[src/rtl/redir_pkg.sv]
package redir_pkg;
  localparam int REG_W = 32;
  localparam int ENTRY_W = 64;
  localparam int MASK_BIT = 16;
  localparam logic [7:0] OFF_IDENT = 8'h00;
  localparam logic [7:0] OFF_VER = 8'h01;
  localparam logic [7:0] OFF_TABLE = 8'h10;

  typedef struct packed {
    logic selWr;
    logic winWr;
    logic rdSel;
    logic rdWin;
  } ctrlStrobes_t;
endpackage

[src/rtl/redir_ctrl.sv]
module redir_ctrl
  import redir_pkg::*;
#(
  parameter int ADDR_W = 32
) (
  input  logic [ADDR_W-1:0] baseAddr,
  input  logic [ADDR_W-1:0] busAddr,
  input  logic              busWe,
  input  logic              busRe,
  output ctrlStrobes_t      strobes
);
  localparam logic [ADDR_W-1:0] ALIGN_MASK = ~ADDR_W'(15);
  localparam logic [ADDR_W-1:0] WIN_OFF = ADDR_W'(16);

  logic [ADDR_W-1:0] alignedBase;
  logic [ADDR_W-1:0] offset;
  logic selHit;
  logic winHit;

  always_comb begin
    alignedBase = baseAddr & ALIGN_MASK;
    offset = busAddr - alignedBase;
    selHit = (offset == '0);
    winHit = (offset == WIN_OFF);
    strobes.selWr = busWe && selHit;
    strobes.winWr = busWe && winHit;
    strobes.rdSel = busRe && selHit;
    strobes.rdWin = busRe && winHit;
  end
endmodule

[src/rtl/redir_datapath.sv]
module redir_datapath
  import redir_pkg::*;
#(
  parameter int NUM_ENTRIES = 16,
  parameter logic [31:0] IDENT_VALUE = 32'h0A00_0000,
  parameter logic [7:0] VERSION = 8'h11
) (
  input  logic                           clk,
  input  logic                           rstN,
  input  ctrlStrobes_t                   strobes,
  input  logic [REG_W-1:0]               wdata,
  output logic [REG_W-1:0]               rdata,
  output logic [7:0]                     selReg,
  output logic [NUM_ENTRIES*ENTRY_W-1:0] tableFlat
);
  localparam int IDX_W = $clog2(NUM_ENTRIES);
  localparam int LAST_OFF = 16 + 2 * NUM_ENTRIES - 1;
  localparam logic [ENTRY_W-1:0] RESET_ENTRY = ENTRY_W'(1) << MASK_BIT;
  localparam logic [REG_W-1:0] VER_WORD = {8'h00, 8'(NUM_ENTRIES - 1), 8'h00, VERSION};

  logic [ENTRY_W-1:0] entries [NUM_ENTRIES];
  logic [7:0] tblOffset;
  logic [IDX_W-1:0] entIdx;
  logic hiHalf;
  logic inTable;
  logic [REG_W-1:0] winValue;

  always_comb begin
    tblOffset = selReg - OFF_TABLE;
    entIdx = tblOffset[IDX_W:1];
    hiHalf = tblOffset[0];
    inTable = (selReg >= OFF_TABLE) && (selReg <= 8'(LAST_OFF));
  end

  always_ff @(posedge clk) begin
    if (!rstN) selReg <= '0;
    else if (strobes.selWr) selReg <= wdata[7:0];
  end

  for (genvar g = 0; g < NUM_ENTRIES; g++) begin : gEntry
    always_ff @(posedge clk) begin
      if (!rstN) begin
        entries[g] <= RESET_ENTRY;
      end else if (strobes.winWr && inTable && entIdx == IDX_W'(g)) begin
        if (hiHalf) entries[g][63:32] <= wdata;
        else entries[g][31:0] <= wdata;
      end
    end
    assign tableFlat[g*ENTRY_W +: ENTRY_W] = entries[g];
  end

  always_comb begin
    if (selReg == OFF_IDENT) winValue = IDENT_VALUE;
    else if (selReg == OFF_VER) winValue = VER_WORD;
    else if (inTable) winValue = hiHalf ? entries[entIdx][63:32] : entries[entIdx][31:0];
    else winValue = '0;
  end

  always_ff @(posedge clk) begin
    if (!rstN) rdata <= '0;
    else if (strobes.rdSel) rdata <= {24'h0, selReg};
    else if (strobes.rdWin) rdata <= winValue;
    else rdata <= '0;
  end
endmodule

[src/rtl/redir_window_port.sv]
module redir_window_port
  import redir_pkg::*;
#(
  parameter int ADDR_W = 32,
  parameter int NUM_ENTRIES = 16,
  parameter logic [31:0] IDENT_VALUE = 32'h0A00_0000,
  parameter logic [7:0] VERSION = 8'h11
) (
  input  logic                        clk,
  input  logic                        rstN,
  input  logic [ADDR_W-1:0]           baseAddr,
  input  logic [ADDR_W-1:0]           busAddr,
  input  logic                        busWe,
  input  logic [31:0]                 busWdata,
  input  logic                        busRe,
  output logic [31:0]                 busRdata,
  output logic [NUM_ENTRIES*64-1:0]   redirTable
);
  ctrlStrobes_t strobes;
  logic [7:0] selReg;

  redir_ctrl #(.ADDR_W(ADDR_W)) u_ctrl (
    .baseAddr(baseAddr),
    .busAddr(busAddr),
    .busWe(busWe),
    .busRe(busRe),
    .strobes(strobes)
  );

  redir_datapath #(
    .NUM_ENTRIES(NUM_ENTRIES),
    .IDENT_VALUE(IDENT_VALUE),
    .VERSION(VERSION)
  ) u_dp (
    .clk(clk),
    .rstN(rstN),
    .strobes(strobes),
    .wdata(busWdata),
    .rdata(busRdata),
    .selReg(selReg),
    .tableFlat(redirTable)
  );
endmodule

[config.mk]
export PLATFORM = sky130hd
export DESIGN_NAME = redir_window_port
export DESIGN_NICKNAME = d
export VERILOG_FILES = /design/src/rtl/redir_pkg.sv /design/src/rtl/redir_ctrl.sv /design/src/rtl/redir_datapath.sv /design/src/rtl/redir_window_port.sv
export SDC_FILE = /design/constraint.sdc
export NUM_CORES = 2
export LEC_CHECK = 0
export BUFFER_PORTS_ARGS = -buffer_cell sky130_fd_sc_hd__buf_2
export CAP_MARGIN = 30
export CELL_PAD_IN_SITES_DETAIL_PLACEMENT = 1
export CELL_PAD_IN_SITES_GLOBAL_PLACEMENT = 1
export CORE_AREA = 2 2 450 452
export DETAILED_ROUTE_END_ITERATION = 8
export DIE_AREA = 0 0 452 454
export PLACE_DENSITY = 0.47
export SYNTH_ARGS = -nofsm -noshare
export SYNTH_HDL_FRONTEND = slang
export SYNTH_SLANG_ARGS = --single-unit
export TNS_END_PERCENT = 30
[constraint.sdc]
create_clock -name clk -period 9.4 [get_ports clk]
set_input_delay 1.88 -clock clk [delete_from_list [all_inputs] [get_ports clk]]
set_output_delay 1.88 -clock clk [all_outputs]
set_load 0.02 [all_outputs]
## Word-level counts from Yosys, hierarchy flattened

Memory sizes are Yosys's and may differ from the RTL's.
Cells that the tools add are included.

- Memories kept: 1
- ROM bits: 0
- Bits in writable memories: 1024
- Input port bits: 100
- Bits in registers: 40
- Logic and storage cells: 227
- Bits in latches: 0

- Muxes and demuxes: 137
- Reduce and logical (&&, ||, !) cells: 28
- Bitwise operators: 35
- Equality and inequality tests: 17
- Multiply operators: 0
- Add/sub/neg operators: 2
- Shift-type cells: 0
- Order comparisons: 2
- Divide/modulo/power cells: 0

Memory list:

| memory | words | bits a word | rd ports | clocked after memory_dff | write ports | line | text |
|---|---|---|---|---|---|---|---|
| u_dp.entries | 16 | 64 | 17 | 0 | 16 | redir_datapath.sv:21 | `logic [ENTRY_W-1:0] entries [NUM_ENTRIES];` |

Operators by type and width:

| operator | number |
|---|---|
| 2-to-1 mux 32 bit | 33 |
| 2-to-1 mux 1 bit | 99 |
| 2-to-1 mux 28 bit | 3 |
| equality test 32 x 5 -> 1 bit (second input constant) | 1 |
| equality test 4 bit (second input constant) | 8 |
| zero test 32 bit | 1 |
| OR 1 bit | 32 |
| subtractor 32 bit | 1 |
| logical AND 1 bit | 22 |
| equality test 4 x 3 -> 1 bit (second input constant) | 4 |
| 2-to-1 mux 8 bit | 2 |
| equality test 4 x 2 -> 1 bit (second input constant) | 2 |
| equality test 8 x 1 -> 1 bit (second input constant) | 1 |
| greater-or-equal comparator 8 x 5 -> 1 bit (second input constant) | 1 |
| <= comparator 8 x 6 -> 1 bit (second input constant) | 1 |
| zero test 8 bit | 1 |
| OR reduction 6 bit | 1 |
| subtractor 5 bit (second input constant) | 1 |
| equality test 4 x 1 -> 1 bit (second input constant) | 1 |
| zero test 4 bit | 1 |
| OR reduction 4 bit | 1 |
| NOT 1 bit | 3 |
| OR reduction 3 bit | 1 |

## Logic depth before layout (Yosys ltp)

- Depth after elaboration: 9
- Depth in mapped cells: 15

## By module

Synthesis repeated with hierarchy kept, for this count alone.

- Cells, all modules: 3310
- Area, all modules: 49448.7 um^2

By module, submodules not included:

| module | instances | sequential area each (um^2) | area each (um^2) | cells an instance |
|---|---|---|---|---|
| redir_datapath | 1 | 31550.3 | 47712.0 | 3044 |
| redir_ctrl | 1 | 0.0 | 1736.7 | 266 |

## Worst setup path before layout

Ideal clock, no wire load.

- Path type: in2reg
- Start: input baseAddr[12]
- End: memory u_dp.entries[6][0] (enable)
- Setup time: 0.510 ns
- Cell stages on the path: 11
- Data arrival time: 7.903 ns
- Required time: 8.890 ns
- Path slack: 0.987 ns
- Cell sequence: inv_1 -> ha_1 -> nand4_2 -> nor2_1 -> nand4_1 -> a311o_1 -> mux2i_1 -> or4bb_1 -> a2111oi_2 -> nand3_1 -> o41ai_1

RTL lines:

| what | line | text |
|---|---|---|
| start, declared | redir_window_port.sv:11 | `input logic [ADDR_W-1:0] baseAddr,` |
| end, declared | redir_datapath.sv:21 |  |

==> impl_metrics.json <==
{
  "worst-setup-path-type": "in2reg",
  "min_path_type": "reg2reg",
  "vias_per_cell": 5.352,
  "drv_slew": 0,
  "htreeDepth": 4,
  "layout_setup_ws_ns": 2.597,
  "ir_drop_uv": 183.0,
  "grt_pass1_vias": 39170,
  "place_area_mm2": 0.05901,
  "met3_usage": 0.06802,
  "synth_ff_type": "edfxtp_1",
  "muxShareOfSynthArea": 0.1507,
  "worstMarginPinSlew_ns": 1.166,
  "synth_top_area_frac": 0.6131,
  "cellPowerDensity_mw_per_mm2": 190.4,
  "postSynthAreaPerCell_um2": 14.70,
  "rows": 165,
  "fin_area_mm2": 0.06327,
  "ys_types": 79,
  "worstSetupEndpointType": "register",
  "synth_seq_cells": 1064,
  "drtAntennaViolNets": 0,
  "synth_top_family_by_area": "multiplexers",
  "synth_area_leaders": "edfxtp_1 61%, mux4_2 14%, nor3_1 5.8%, nor3_2 4.4%, clkbuf_1 2.1%",
  "grt-ovfl-total": 0,
  "pre_cts_ws_ns": 1.846,
  "port_buffers": 1151,
  "place_hpwl_um": 208100,
  "numCtsBuffers": 134,
  "cts_tree": "yes",
  "synth_xor_area_frac": 0.002270,
  "drive_above_1_share": 0.4523,
  "clkSlewWorstSetupHoldPaths_ns": 0.06,
  "grt_busiest_layer": "met2",
  "fin_skew_ns": 0.03634,
  "dieHeight_um": 454,
  "min_from": "u_dp.selReg[5]",
  "area_growth_pct": 26.15,
  "drt_iter0_drc": 3775,
  "required_ns": 9.81,
  "cts_sinks": 1064,
  "yosys_warnings": 0,
  "hold_buffers": 0,
  "cts_resized": 0,
  "grt_max_degree": 131,
  "seq_area_frac_synth": 0.6291,
  "use_met2": 0.4743,
  "syn_inst": 3413,
  "crit_path_start": "baseAddr[19]",
  "gp_congestion": 0.9052,
  "multi_input_area_mm2": 0.01720,
  "final_util": 0.3150,
  "io_pins": 1156,
  "status": "completed",
  "wire_per_inst_um": 40.70,
  "dr.pass1.iters": 7,
  "grt_antenna_before_repair": 20,
  "vias": 38540,
  "initial_utilization": 0.2497,
  "synthAdderAreaFrac": 0.007135,
  "cp-start-kind": "input pin",
  "p_total_mw": 12.05,
  "fmax_mhz": 147.0,
  "synthesis.area_mm2": 0.05015,
  "grt_pass1_wl_um": 384800,
  "arrival_ns": 7.21,
  "die_area_mm2": 0.2052,
  "fp.dieW_um": 452,
  "p_leak_nw": 20.66,
  "worstReg2RegStart": "u_dp.selReg[4]",
  "setup_violations": 0,
  "root_buffer": "clkbuf_16",
  "fin_tns_setup_ns": 0,
  "cts_setup_buffers": 0,
  "grt_usage": 0.2783,
  "synth_edf_count": 1024,
  "drt-total-wl_um": 293100,
  "post-route-drc-count": 0,
  "cts_buffer_depth": 3,
  "clock_latency_ns": 0.81,
  "drv_cap": 0,
  "synthSimpleGateAreaFrac": 0.1500,
  "post-synth-top-area-cell": "edfxtp_1",
  "synth_compound_area_frac": 0.02472,
  "grtUsageMet1": 0.3252,
  "seq_area_mm2": 0.03157,
  "synth_fp_nets": 3541,
  "nFillCells": 21530,
  "crit_fanout": 23,
  "rsz0062_at_grt": "no",
  "core_mm2": 0.2009,
  "final_hold_viol_count": 0,
  "final_nets": 4549,
  "slew_headroom": 0.2225,
  "period_share": 0.7237,
  "fin_crit_ns": 6.803,
  "async_flop_share": 0
}
[metal layers]
layer  part of all wire  up-vias
met3              0.070      417
met1               0.38    21020
li1                   -    15340
met2               0.50     1760
met4              0.057        8
met5            0.00015        -
[sequential cells by signal, summed over array words and instances (netlist names)]
signal	flops
u_dp.rdata	32
u_dp.selReg	8
u_dp.entries	1024
[power by group]
part	switching [mW]	internal, mW	total (mW)
sequential	0.189	5.42	5.61
combinational	0.972	0.344	1.32
clock	2.20	2.92	5.12
total	3.36	8.68	12.0
[per-stage QoR]
step,hold WS (ns),instances
finish,0.5115,7202
global route,0.5603,7195
CTS,0.5168,7191
detailed placement,0.5082,6955
global placement,0.4940,6951
floorplan,0.4768,3413
[worst paths after layout]
kind         depth (start not counted)             endpoint  slack [ns]
min reg2reg                          2       u_dp.selReg[5]        0.51
max                                 14  u_dp.entries[4][21]        2.60
min                                  2       u_dp.selReg[5]        0.51
max reg2reg                          9  u_dp.entries[4][21]        4.28
[cell families after synthesis]
family | after synthesis
mux | 355
fa+ha+maj | 28
compound gates | 181
flops | 1064
buf+inv | 422
xor+xnor | 13
simple gates | 1350
[area by class of cell]
type / count / share of cell area
diodes: 9 / 0.0003559
clock buffers: 172 / 0.05792
clock inverters: 64 / 0.008266
inverters: 38 / 0.002254
multi-input cells: 1927 / 0.2718
flip-flops and latches: 1064 / 0.4989
well taps: 2672 / 0.05284
repair buffers: 1256 / 0.1076
[cell usage in the layout (no fill, tap or decap), types with 16 or more instances in the layout]
cell type	netlist	final
nand3_1	41	40
edfxtp_1	1024	1024
nand2_1	141	140
o21ai_0	35	16
buf_4	5	88
nand4_1	21	21
buf_2	29	1150
mux2i_1	35	35
dfxtp_1	40	35
a21oi_1	42	42
clkbuf_16	0	141
nor3_1	583	583
nor4_1	18	18
mux4_2	320	320
clkbuf_1	281	29
nor3_2	221	220
nor2_1	268	268
inv_1	37	37
clkinv_2	0	22
clkinv_1	0	24
o21ai_4	0	24
ha_1	27	27
[cells in the mapped netlist (5+ instances only)]
cell type and number:
and2_1 8, a211oi_1 7, o21ai_1 8, xnor2_1 7, nand3_1 41, nor4_1 18
a21oi_1 42, o21bai_1 7, a21o_1 11, clkbuf_1 281, o21ai_0 35, nand2b_1 10
nand2_1 141, edfxtp_1 1024, buf_2 29, o31ai_1 6, inv_1 37, xor2_1 6
o41ai_1 5, nor2_1 268, or3_1 7, ha_1 27, o22ai_1 5, nor3_2 221
buf_6 23, mux4_2 320, dfxtp_1 40, buf_4 5, mux2i_1 35, a22oi_1 9
nor2b_1 6, nand4_1 21, nor3_1 583, o21a_1 6, buf_1 46
[worst max-delay path, cell delays in order]
cell	delay, ns
buf_2	0.08
inv_1	0.07
ha_1	0.53
a21o_1	0.33
a31oi_1	0.23
o32ai_2	0.11
a211oi_2	0.37
a211oi_1	0.15
or3_1	0.42
a21oi_1	0.74
nand4_1	0.64
buf_4	0.40
o31ai_4	0.61
buf_4	0.55
No activity file was read; power rests on OpenSTA's default activity.
